$ cat src/rtl/iop_pkg.sv
package iop_pkg;
    localparam int PORT_W = 4;
    localparam int SEL_W  = $clog2(PORT_W);
    localparam int OP_W   = 4;

    typedef enum logic [OP_W-1:0] {
        OP_IDLE  = 4'd0,
        OP_WRITE = 4'd1,
        OP_READ  = 4'd2,
        OP_XCHG  = 4'd3,
        OP_INCR  = 4'd4,
        OP_BSET  = 4'd5,
        OP_BCLR  = 4'd6,
        OP_BTEST = 4'd7,
        OP_DIRW  = 4'd8,
        OP_PUW   = 4'd9
    } iop_op_e;
endpackage

$ cat src/rtl/iop_sync.sv
module iop_sync #(
    parameter int W      = 4,
    parameter int STAGES = 2
) (
    input  logic         clk,
    input  logic         rst_n,
    input  logic [W-1:0] d_i,
    output logic [W-1:0] q_o
);
    logic [W-1:0] stage_q [STAGES];

    generate
        for (genvar s = 0; s < STAGES; s++) begin : g_stage
            if (s == 0) begin : g_first
                always_ff @(posedge clk or negedge rst_n) begin
                    if (!rst_n) stage_q[0] <= '0;
                    else        stage_q[0] <= d_i;
                end
            end else begin : g_next
                always_ff @(posedge clk or negedge rst_n) begin
                    if (!rst_n) stage_q[s] <= '0;
                    else        stage_q[s] <= stage_q[s-1];
                end
            end
        end
    endgenerate

    assign q_o = stage_q[STAGES-1];
endmodule

$ cat src/rtl/iop_view.sv
module iop_view #(
    parameter int W     = 4,
    parameter int SEL_W = 2
) (
    input  logic [W-1:0]     latch_i,
    input  logic [W-1:0]     dir_i,
    input  logic [W-1:0]     pin_i,
    input  logic [SEL_W-1:0] sel_i,
    output logic [W-1:0]     view_o,
    output logic             bit_o
);
    generate
        for (genvar i = 0; i < W; i++) begin : g_bit
            assign view_o[i] = dir_i[i] ? latch_i[i] : pin_i[i];
        end
    endgenerate

    assign bit_o = view_o[sel_i];
endmodule

$ cat src/rtl/iop_regs.sv
module iop_regs
    import iop_pkg::*;
#(
    parameter int W     = 4,
    parameter int SEL_W = 2
) (
    input  logic             clk,
    input  logic             rst_n,
    input  iop_op_e          op_i,
    input  logic [W-1:0]     wdata_i,
    input  logic [SEL_W-1:0] sel_i,
    input  logic [W-1:0]     view_i,
    output logic [W-1:0]     latch_o,
    output logic [W-1:0]     dir_o,
    output logic             pu_en_o
);
    logic [W-1:0] latch_q, latch_n;
    logic [W-1:0] dir_q, dir_n;
    logic         pu_q, pu_n;

    always_comb begin
        latch_n = latch_q;
        dir_n   = dir_q;
        pu_n    = pu_q;
        unique case (op_i)
            OP_WRITE: latch_n = wdata_i;
            OP_XCHG:  latch_n = wdata_i;
            OP_INCR:  latch_n = W'(view_i + 1'b1);
            OP_BSET:  latch_n[sel_i] = 1'b1;
            OP_BCLR:  latch_n[sel_i] = 1'b0;
            OP_DIRW:  dir_n = wdata_i;
            OP_PUW:   pu_n = wdata_i[0];
            OP_IDLE, OP_READ, OP_BTEST: ;
            default: ;
        endcase
    end

    always_ff @(posedge clk or negedge rst_n) begin
        if (!rst_n) begin
            latch_q <= '0;
            dir_q   <= '0;
            pu_q    <= 1'b0;
        end else begin
            latch_q <= latch_n;
            dir_q   <= dir_n;
            pu_q    <= pu_n;
        end
    end

    assign latch_o = latch_q;
    assign dir_o   = dir_q;
    assign pu_en_o = pu_q;
endmodule

$ cat src/rtl/iop_port.sv
module iop_port
    import iop_pkg::*;
#(
    parameter int W           = PORT_W,
    parameter int SYNC_STAGES = 2,
    localparam int SW         = $clog2(W)
) (
    input  logic          clk,
    input  logic          rst_n,
    input  logic [OP_W-1:0] op_i,
    input  logic [W-1:0]  wdata_i,
    input  logic [SW-1:0] bit_sel_i,
    input  logic [W-1:0]  pin_i,
    output logic [W-1:0]  rd_data_o,
    output logic          rd_bit_o,
    output logic [W-1:0]  pad_do_o,
    output logic [W-1:0]  pad_oe_o,
    output logic [W-1:0]  pad_pu_o
);
    logic [W-1:0] pin_s;
    logic [W-1:0] latch, dir, view;
    logic         pu_en;
    iop_op_e      op;

    assign op = iop_op_e'(op_i);

    iop_sync #(.W(W), .STAGES(SYNC_STAGES)) u_sync (
        .clk(clk), .rst_n(rst_n), .d_i(pin_i), .q_o(pin_s)
    );

    iop_view #(.W(W), .SEL_W(SW)) u_view (
        .latch_i(latch), .dir_i(dir), .pin_i(pin_s), .sel_i(bit_sel_i),
        .view_o(view), .bit_o(rd_bit_o)
    );

    iop_regs #(.W(W), .SEL_W(SW)) u_regs (
        .clk(clk), .rst_n(rst_n), .op_i(op), .wdata_i(wdata_i),
        .sel_i(bit_sel_i), .view_i(view),
        .latch_o(latch), .dir_o(dir), .pu_en_o(pu_en)
    );

    assign rd_data_o = view;
    assign pad_do_o  = latch;
    assign pad_oe_o  = dir;
    assign pad_pu_o  = ~dir & {W{pu_en}};
endmodule

$ cat config.mk
export PLATFORM = sky130hd
export DESIGN_NAME = iop_port
export DESIGN_NICKNAME = d
export VERILOG_FILES = /design/src/rtl/iop_pkg.sv /design/src/rtl/iop_sync.sv /design/src/rtl/iop_view.sv /design/src/rtl/iop_regs.sv /design/src/rtl/iop_port.sv
export SDC_FILE = /design/constraint.sdc
export NUM_CORES = 1
export LEC_CHECK = 0
export BUFFER_PORTS_ARGS = -buffer_cell sky130_fd_sc_hd__buf_2
export CORE_ASPECT_RATIO = 1.25
export CORE_UTILIZATION = 45
export CTS_CLUSTER_SIZE = 16
export DETAILED_ROUTE_END_ITERATION = 16
export PLACE_DENSITY_LB_ADDON = 0.2
export SYNTH_ARGS = -nofsm -noshare
export SYNTH_HDL_FRONTEND = slang
export SYNTH_SLANG_ARGS = --single-unit
$ cat constraint.sdc
create_clock -name clk -period 3.18 [get_ports clk]
set_clock_uncertainty 0.05 [all_clocks]
set_input_delay 0.954 -clock clk [delete_from_list [all_inputs] [get_ports clk]]
set_output_delay 0.954 -clock clk [all_outputs]
set_load 0.1 [all_outputs]
==> results of run 1 <==
[stage by stage]
step                      hold slack [ps]  power (mW)  setup slack, ps  TNS, ps  cells
final                                 305       0.955              271        0    139
after global routing                  311       0.990              236        0    139
after CTS                             307       0.958              274        0    139
after detailed placement              286       0.845              276        0    135
after global placement                283       0.839              294        0    135
after floorplan                       281       0.762            -66.9    -66.9     88
[sequential cells by signal, indices dropped and copies added (netlist names)]
| signal | cells |
|---|---|
| u_regs.pu_en_o | 1 |
| u_sync.q_o | 4 |
| u_sync.stage_q | 4 |
| u_regs.latch_o | 4 |
| u_regs.dir_o | 4 |
[worst max path at each step]
stage | from | endpoint | slack (ps) | cells after the start
after floorplan | u_regs.dir_o[1] | rd_bit_o | -70 | 2
after detailed placement | bit_sel_i[1] | rd_bit_o | 280 | 3
after global placement | bit_sel_i[1] | rd_bit_o | 290 | 3
after global routing | bit_sel_i[1] | rd_bit_o | 240 | 3
after CTS | bit_sel_i[1] | rd_bit_o | 270 | 3
final | bit_sel_i[1] | rd_bit_o | 270 | 3
[per-layer routing]
layer / share of wire, % / routed length [µm]
met1: 47 / 947
met2: 47 / 942
met3: 4.4 / 90
met4: 2.2 / 44
met5: 0 / 0
[critical path, delay by kind of cell]
family,cells,cell delay (ps)
muxes,1,500
buffers and inverters,2,450
[kinds of logic after synthesis]
group / count (synthesis) / synth area share [%]
buffers and inverters: 6 / 2.99
AND/OR/NAND/NOR: 31 / 20.3
flip-flops: 17 / 44.2
XOR/XNOR: 2 / 1.82
multiplexers: 10 / 14.4
AO/OA/AOI/OAI: 21 / 15.0
adder cells (fa/ha/maj): 1 / 1.30
[cells in the mapped netlist]
master / instances / area share (%)
a22oi_1: 1 / 0.78
xnor2_1: 1 / 0.91
and2b_2: 1 / 0.91
buf_2: 5 / 2.6
nor4b_4: 1 / 2.5
o31ai_1: 1 / 0.78
o311ai_1: 1 / 0.91
nor2b_1: 6 / 3.9
xor2_1: 1 / 0.91
a32oi_1: 1 / 0.91
a221o_1: 1 / 1.0
mux2_4: 3 / 4.7
nand3_2: 1 / 1.0
nor3b_1: 3 / 2.3
o21ai_0: 4 / 2.1
o22a_1: 1 / 0.91
or3b_1: 1 / 0.91
mux2_2: 4 / 4.7
nor3_1: 1 / 0.52
ha_1: 1 / 1.3
o311ai_0: 1 / 0.91
nand2b_1: 4 / 2.6
inv_1: 1 / 0.39
o211ai_1: 1 / 0.78
o21a_1: 1 / 0.78
mux2_1: 2 / 2.3
nand3b_1: 1 / 0.78
mux4_1: 1 / 2.7
nor2_1: 6 / 2.3
a211o_1: 2 / 1.8
a21oi_1: 5 / 2.6
nand2_1: 5 / 2.0
a31oi_1: 1 / 0.65
nand3_1: 1 / 0.52
dfrtp_1: 17 / 44
[report_power, final]
group	total (mW)	switching, mW	leakage [nW]	internal (mW)
Sequential	0.276	0.0292	0.198	0.247
Clock	0.115	0.0664	0.0150	0.0489
Combinational	0.563	0.452	0.313	0.111
Total	0.955	0.547	0.526	0.408
[layout make-up]
type / instances / area [µm²]
tap: 20 / 25.0
clock buffer: 4 / 26.3
fill: 189 / 852
sequential: 17 / 428
timing repair buffer: 32 / 160
multi-input combinational: 65 / 509
inverter: 1 / 3.75
==> impl_metrics.env, run 1 <==
export IMPL_gr_usage_met2_pct=29.5
export IMPL_postLayoutCellArea_mm2=0.00115
export IMPL_cts_tree="done"
export IMPL_finalCritPeriodShare_pct=91.5
export IMPL_final_common_cell="buf_2"
export IMPL_syn2layout_area_growth_pct=19.8
export IMPL_initial_core_util_pct=48.0
export IMPL_wl_per_cell_um=14.6
export IMPL_cp_required_ps=2180
export IMPL_rsz0062_at_grt="no"
export IMPL_grt_pass1_wl_um=3160
export IMPL_r2r_cells=5
export IMPL_worstHoldPathCells=0
export IMPL_slowest_delay_ps=500
export IMPL_hold_start="u_sync.stage_q[7]"
export IMPL_viasPerCell=5.73
export IMPL_postPlaceCellArea_mm2=0.00113
export IMPL_diodes=0
export IMPL_powerDensity_mw_per_mm2=829
export IMPL_drt_antenna_violating_nets=0
export IMPL_io_buffer_count=32
export IMPL_via_count=797
export IMPL_drcViolationCount=2
export IMPL_yosys_warnings=0
export IMPL_routabilityCongestion=0.861
export IMPL_reg2reg_to="u_regs.latch_o[1]"
export IMPL_worstMarginPinSlew_ps=485
export IMPL_coreArea_mm2=0.00200
export IMPL_routed_wl_um=2020
export IMPL_grt_pass1_vias=723
export IMPL_htree_num_levels=1
export IMPL_vdd_ir_drop_max_mv=0.539
export IMPL_r2r_start="u_regs.dir_o[0]"
export IMPL_total_leakage_power_nw=0.526
export IMPL_path_max_fanout=7
export IMPL_slew_violations=0
export IMPL_clk_pin_slew_ps=90
export IMPL_overflow=0
export IMPL_cts_path_max_buffers=2
export IMPL_maxCapViolations=0
export IMPL_layout_common_cells="32 x buf_2, 15 x dfrtp_1, 6 x nor2_1"
export IMPL_grt_use_met3_pct=3.36
export IMPL_cts_root_buf="clkbuf_4"
export IMPL_timing_fmax_mhz=344
export IMPL_holdBufCountCts=0
export IMPL_cp_common_cell="buf_2"
export IMPL_reg2reg_slack_ps=1460
export IMPL_avgSynthCellArea_um2=10.9
export IMPL_grt_busiest_layer="met2"
export IMPL_period_needed_ps=2910
export IMPL_numCtsBuffers=3
export IMPL_hpwl_um=1510
export IMPL_drive_gt1_share_pct=42.0
export IMPL_grt_start_max_net_pins=21
export IMPL_ctsResizeCount=0
export IMPL_die_w_um=43.4
export IMPL_endpoint_kind="output port"
export IMPL_clock_sinks=17
export IMPL_ys_seq_area_share_pct=44.2
export IMPL_die_area_mm2=0.00233
export IMPL_violations="DRC"
export IMPL_grt_use_met1_pct=24.4
export IMPL_die_y_um=53.7
export IMPL_utilization_pct=57.5
export IMPL_clk_latency_ps=290
export IMPL_grt_usage_pct=19.0
export IMPL_slew_limit_headroom_pct=67.9
export IMPL_hold_class="register to register"
export IMPL_status="finished, violations left"
export IMPL_setup_viol=0
export IMPL_cp_slowest_cell="mux4_2"
export IMPL_nNetsFinal=137
export IMPL_arrival_ps=1910
export IMPL_cp_start_kind="input port"
export IMPL_dr_pass1_iters=10
export IMPL_syn_area_um2=962
export IMPL_criticalPathCategory="input port to output port"
export IMPL_finalHoldViolations=0
export IMPL_synth_distinct_cells=35
export IMPL_path_cells="buf_2 -> mux4_2 -> buf_2"
export IMPL_drtIter0Drc=13
export IMPL_antenna_found_initial=0
export IMPL_synth_seq_cells=17
export IMPL_synthesis_nets=105
export IMPL_std_cell_rows=18
export IMPL_worstHoldEndpoint="u_sync.q_o[3]"
export IMPL_synthCells=88
export IMPL_cts_setup_buffers=0
export IMPL_ios=33
No activity file was read; power rests on OpenSTA's default activity.
==> inputs of run 2 (changes only) <==
Settings changed: CORE_UTILIZATION 45 to 52, MAX_ROUTING_LAYER set to met4.
==> impl_metrics.env, run 2 (synthesized netlist as in run 1, its figures left out) <==
export IMPL_drive_gt1_share_pct=42.0
export IMPL_holdBufCountCts=0
export IMPL_hold_class="register to register"
export IMPL_slew_limit_headroom_pct=67.9
export IMPL_seq_area_um2=428
export IMPL_worstHoldEndpoint="u_sync.q_o[1]"
export IMPL_period_needed_ps=2910
export IMPL_rsz0062_at_grt="no"
export IMPL_nNetsFinal=137
export IMPL_path_max_fanout=7
export IMPL_powerDensity_mw_per_mm2=827
export IMPL_cp_top_family="multiplexers"
export IMPL_utilization_pct=66.0
export IMPL_path_cells="buf_2 -> mux4_2 -> buf_2"
export IMPL_overflow=0
export IMPL_cts_setup_buffers=0
export IMPL_grt_usage_pct=22.1
export IMPL_clk_pin_slew_ps=90
export IMPL_layout_setup_ws_ps=269
export IMPL_setup_viol=0
export IMPL_die_area_mm2=0.00203
export IMPL_finalHoldViolations=0
export IMPL_wl_per_cell_um=13.8
export IMPL_worst_hold_slack_ps=307
export IMPL_cp_start_kind="input port"
export IMPL_finalCritPeriodShare_pct=91.6
export IMPL_r2r_cells=6
export IMPL_diodes=0
export IMPL_drt_antenna_violating_nets=0
export IMPL_ctsResizeCount=0
export IMPL_die_y_um=50.1
export IMPL_fillers=141
export IMPL_antenna_found_initial=0
export IMPL_cp_common_cell="buf_2"
export IMPL_power_mw=0.952
export IMPL_r2r_start="u_regs.dir_o[0]"
export IMPL_cp_slowest_cell="mux4_2"
export IMPL_htree_num_levels=1
export IMPL_arrival_ps=1910
export IMPL_cts_path_max_buffers=2
export IMPL_vdd_ir_drop_max_mv=0.502
export IMPL_routed_wl_um=1910
export IMPL_reg2reg_to="u_regs.latch_o[1]"
export IMPL_hpwl_um=1420
export IMPL_slowest_delay_ps=500
export IMPL_status="complete, no violations"
export IMPL_setup_tns_ps=0
export IMPL_ios=33
export IMPL_cp_depth=3
export IMPL_postLayoutCellArea_mm2=0.00115
export IMPL_criticalPathCategory="input port to output port"
export IMPL_layout_common_cells="32 x buf_2, 15 x dfrtp_1, 6 x nor2_1"
export IMPL_clk_latency_ps=290
export IMPL_grt_pass1_vias=675
export IMPL_grt_start_max_net_pins=21
export IMPL_drtIter0Drc=22
export IMPL_io_buffer_count=32
export IMPL_pre_cts_ws_ps=269
export IMPL_final_common_cell="buf_2"
export IMPL_multi_input_area_um2=509
export IMPL_placed_cells=134
export IMPL_critPathBufInv=2
export IMPL_endpoint_kind="output port"
export IMPL_cp_required_ps=2180
export IMPL_cts_tree="done"
export IMPL_die_w_um=40.5
export IMPL_slew_violations=0
export IMPL_clock_sinks=17
export IMPL_cts_root_buf="clkbuf_4"
export IMPL_numCtsBuffers=3
export IMPL_worstMarginPinSlew_ps=484
export IMPL_grt_pass1_wl_um=2930
export IMPL_worstHoldPathCells=0
export IMPL_timing_fmax_mhz=343
export IMPL_initial_core_util_pct=55.2
export IMPL_maxCapViolations=0
export IMPL_routabilityCongestion=0.841
export IMPL_syn2layout_area_growth_pct=19.6
export IMPL_postPlaceCellArea_mm2=0.00112
export IMPL_finalNonFillerCells=138
export IMPL_total_leakage_power_nw=0.526
export IMPL_viasPerCell=5.68
export IMPL_hold_start="u_sync.stage_q[5]"
export IMPL_coreArea_mm2=0.00174
export IMPL_drcViolationCount=0
export IMPL_dr_pass1_iters=4
export IMPL_reg2reg_slack_ps=1480
export IMPL_std_cell_rows=17
export IMPL_via_count=784
==> run 2: cell counts in the layout (fill, tap and decap cells not counted) <==
Identical to the previous run, type by type.
==> run 2: worst max path at each step <==
| stage | from | endpoint | slack (ps) |
|---|---|---|---|
| CTS | bit_sel_i[1] | rd_bit_o | 270 |
| detailed placement | bit_sel_i[1] | rd_bit_o | 270 |
| global route | bit_sel_i[1] | rd_bit_o | 220 |
| floorplan | u_regs.dir_o[1] | rd_bit_o | -70 |
| global placement | bit_sel_i[1] | rd_bit_o | 290 |
| finish | bit_sel_i[1] | rd_bit_o | 270 |
==> run 2: layout make-up <==
class	count	area share, %
tap	19	2.07
clock buffer	4	2.28
inverter	1	0.326
timing repair buffer	32	13.9
multi-input combinational	65	44.2
sequential	17	37.2
==> run 2: worst register-to-register path: cells and delay by family, from the launching register on <==
kind,cells,cell delay (ps)
simple gates,1,90
fa+ha+maj,1,310
compound gates,3,350
mux,1,350
flops,1,430
==> run 2: power breakdown <==
part           internal, mW  switching, mW  total [mW]  leakage (nW)
Sequential            0.247         0.0286       0.276         0.198
Clock                0.0489         0.0667       0.116        0.0150
Combinational         0.111          0.449       0.560         0.313
Total                 0.407          0.544       0.952         0.526
==> run 2: metal layers <==
metal | part of all wire [%] | track usage [%] | vias to the layer above
met5 | 0 | - | -
met4 | 2.5 | 13.3 | 0
met3 | 4.1 | 4.05 | 5
met2 | 50 | 30.7 | 25
met1 | 44 | 28.9 | 368
li1 | - | - | 386
==> inputs of run 3 (changes only) <==
Settings changed: PLACE_DENSITY set to 0.82, PLACE_DENSITY_LB_ADDON 0.2 to unset.
==> impl_metrics.env, run 3 (synthesized netlist as in run 1, its figures left out) <==
export IMPL_cts_setup_buffers=0
export IMPL_die_area_mm2=0.00203
export IMPL_coreArea_mm2=0.00174
export IMPL_cp_start_kind="input port"
export IMPL_path_max_fanout=7
export IMPL_ios=33
export IMPL_finalHoldViolations=0
export IMPL_clk_latency_ps=290
export IMPL_drt_antenna_violating_nets=0
export IMPL_timing_fmax_mhz=345
export IMPL_clk_pin_slew_ps=80
export IMPL_diodes=0
export IMPL_grt_start_max_net_pins=21
export IMPL_rsz0062_at_grt="no"
export IMPL_wl_per_cell_um=14.2
export IMPL_grt_usage_pct=21.8
export IMPL_utilization_pct=66.0
export IMPL_layout_setup_ws_ps=283
export IMPL_dr_pass1_iters=4
export IMPL_vdd_ir_drop_max_mv=0.573
export IMPL_clock_sinks=17
export IMPL_hold_class="register to register"
export IMPL_antenna_found_initial=0
export IMPL_status="complete, no violations"
export IMPL_drive_gt1_share_pct=42.0
export IMPL_grt_pass1_vias=665
export IMPL_worst_hold_slack_ps=307
export IMPL_initial_core_util_pct=55.2
export IMPL_cts_path_max_buffers=2
export IMPL_p_sw_share_pct=57.1
export IMPL_drcViolationCount=0
export IMPL_p_comb_share_pct=59.4
export IMPL_period_needed_ps=2900
export IMPL_criticalPathCategory="input port to output port"
export IMPL_placed_cells=134
export IMPL_finalNonFillerCells=138
export IMPL_fillers=145
export IMPL_slew_violations=0
export IMPL_std_cell_rows=17
export IMPL_cts_root_buf="clkbuf_4"
export IMPL_worstMarginPinSlew_ps=489
export IMPL_die_w_um=40.5
export IMPL_clkPwrFrac_pct=11.6
export IMPL_routabilityCongestion=0.819
export IMPL_via_count=781
export IMPL_cts_tree="done"
export IMPL_overflow=0
export IMPL_total_leakage_power_nw=0.526
export IMPL_setup_viol=0
export IMPL_numCtsBuffers=3
export IMPL_holdBufCountCts=0
export IMPL_io_buffer_count=32
export IMPL_drtIter0Drc=21
export IMPL_layout_common_cells="32 x buf_2, 15 x dfrtp_1, 6 x nor2_1"
export IMPL_maxCapViolations=0
export IMPL_p_switching_mw=0.542
export IMPL_die_y_um=50.1
export IMPL_viasPerCell=5.66
export IMPL_htree_num_levels=1
export IMPL_finalCritPeriodShare_pct=91.1
export IMPL_endpoint_kind="output port"
export IMPL_p_seq_share_pct=29.0
export IMPL_hpwl_um=1420
export IMPL_grt_pass1_wl_um=2870
export IMPL_ctsResizeCount=0
export IMPL_cp_required_ps=2180
export IMPL_arrival_ps=1890
export IMPL_nNetsFinal=137
export IMPL_final_common_cell="buf_2"
export IMPL_slew_limit_headroom_pct=67.6
export IMPL_pre_cts_ws_ps=279
export IMPL_p_int_mw=0.408
export IMPL_routed_wl_um=1960
export IMPL_powerDensity_mw_per_mm2=825
export IMPL_syn2layout_area_growth_pct=19.6
-- run 3: final timing paths --
path / startpoint / to / slack, ps / cells after the start
setup / recovery: bit_sel_i[1] / rd_bit_o / 280 / 3
hold / removal: u_sync.stage_q[4] / u_sync.q_o[0] / 310 / 0
setup reg to reg: u_regs.dir_o[0] / u_regs.latch_o[1] / 1480 / 6
hold reg to reg: u_sync.stage_q[4] / u_sync.q_o[0] / 310 / 0
max in group asynchronous: rst_n / u_regs.dir_o[3] / 2270 / 1
min in group asynchronous: rst_n / u_sync.stage_q[5] / 520 / 1
-- run 3: per-stage QoR --
step	power [mW]	setup TNS, ps	area (µm²)
CTS	0.959	0	1150
detailed placement	0.844	0	1120
floorplan	0.762	-66.9	966
global route	0.991	0	1150
finish	0.950	0	1150
global placement	0.837	0	1120
-- run 3: metal layers --
metal / GRT usage (%) / wire length, µm / up-vias
li1: - / - / 383
met1: 29.9 / 862 / 371
met2: 29.9 / 986 / 22
met3: 4.05 / 69 / 5
met4: 11.7 / 45 / 0
met5: - / 0 / -
-- run 3: final cells by class --
class	count	area, µm²	area share [%]
multi-input combinational	65	509	44.2
timing repair buffer	32	160	13.9
tap	19	23.8	2.07
inverter	1	3.75	0.326
sequential	17	428	37.2
clock buffer	4	26.3	2.28
-- run 3: critical path, stage by stage --
cell    delay, ps
buf_2         140
mux4_2        490
buf_2         300
-- run 3: power by group through the flow --
stage / clock network (mW) / logic, mW / registers (mW)
global route: 0.125 / 0.585 / 0.281
finish: 0.110 / 0.564 / 0.276
detailed placement: 0 / 0.564 / 0.280
CTS: 0.117 / 0.565 / 0.276
floorplan: 0 / 0.322 / 0.439
global placement: 0 / 0.559 / 0.278
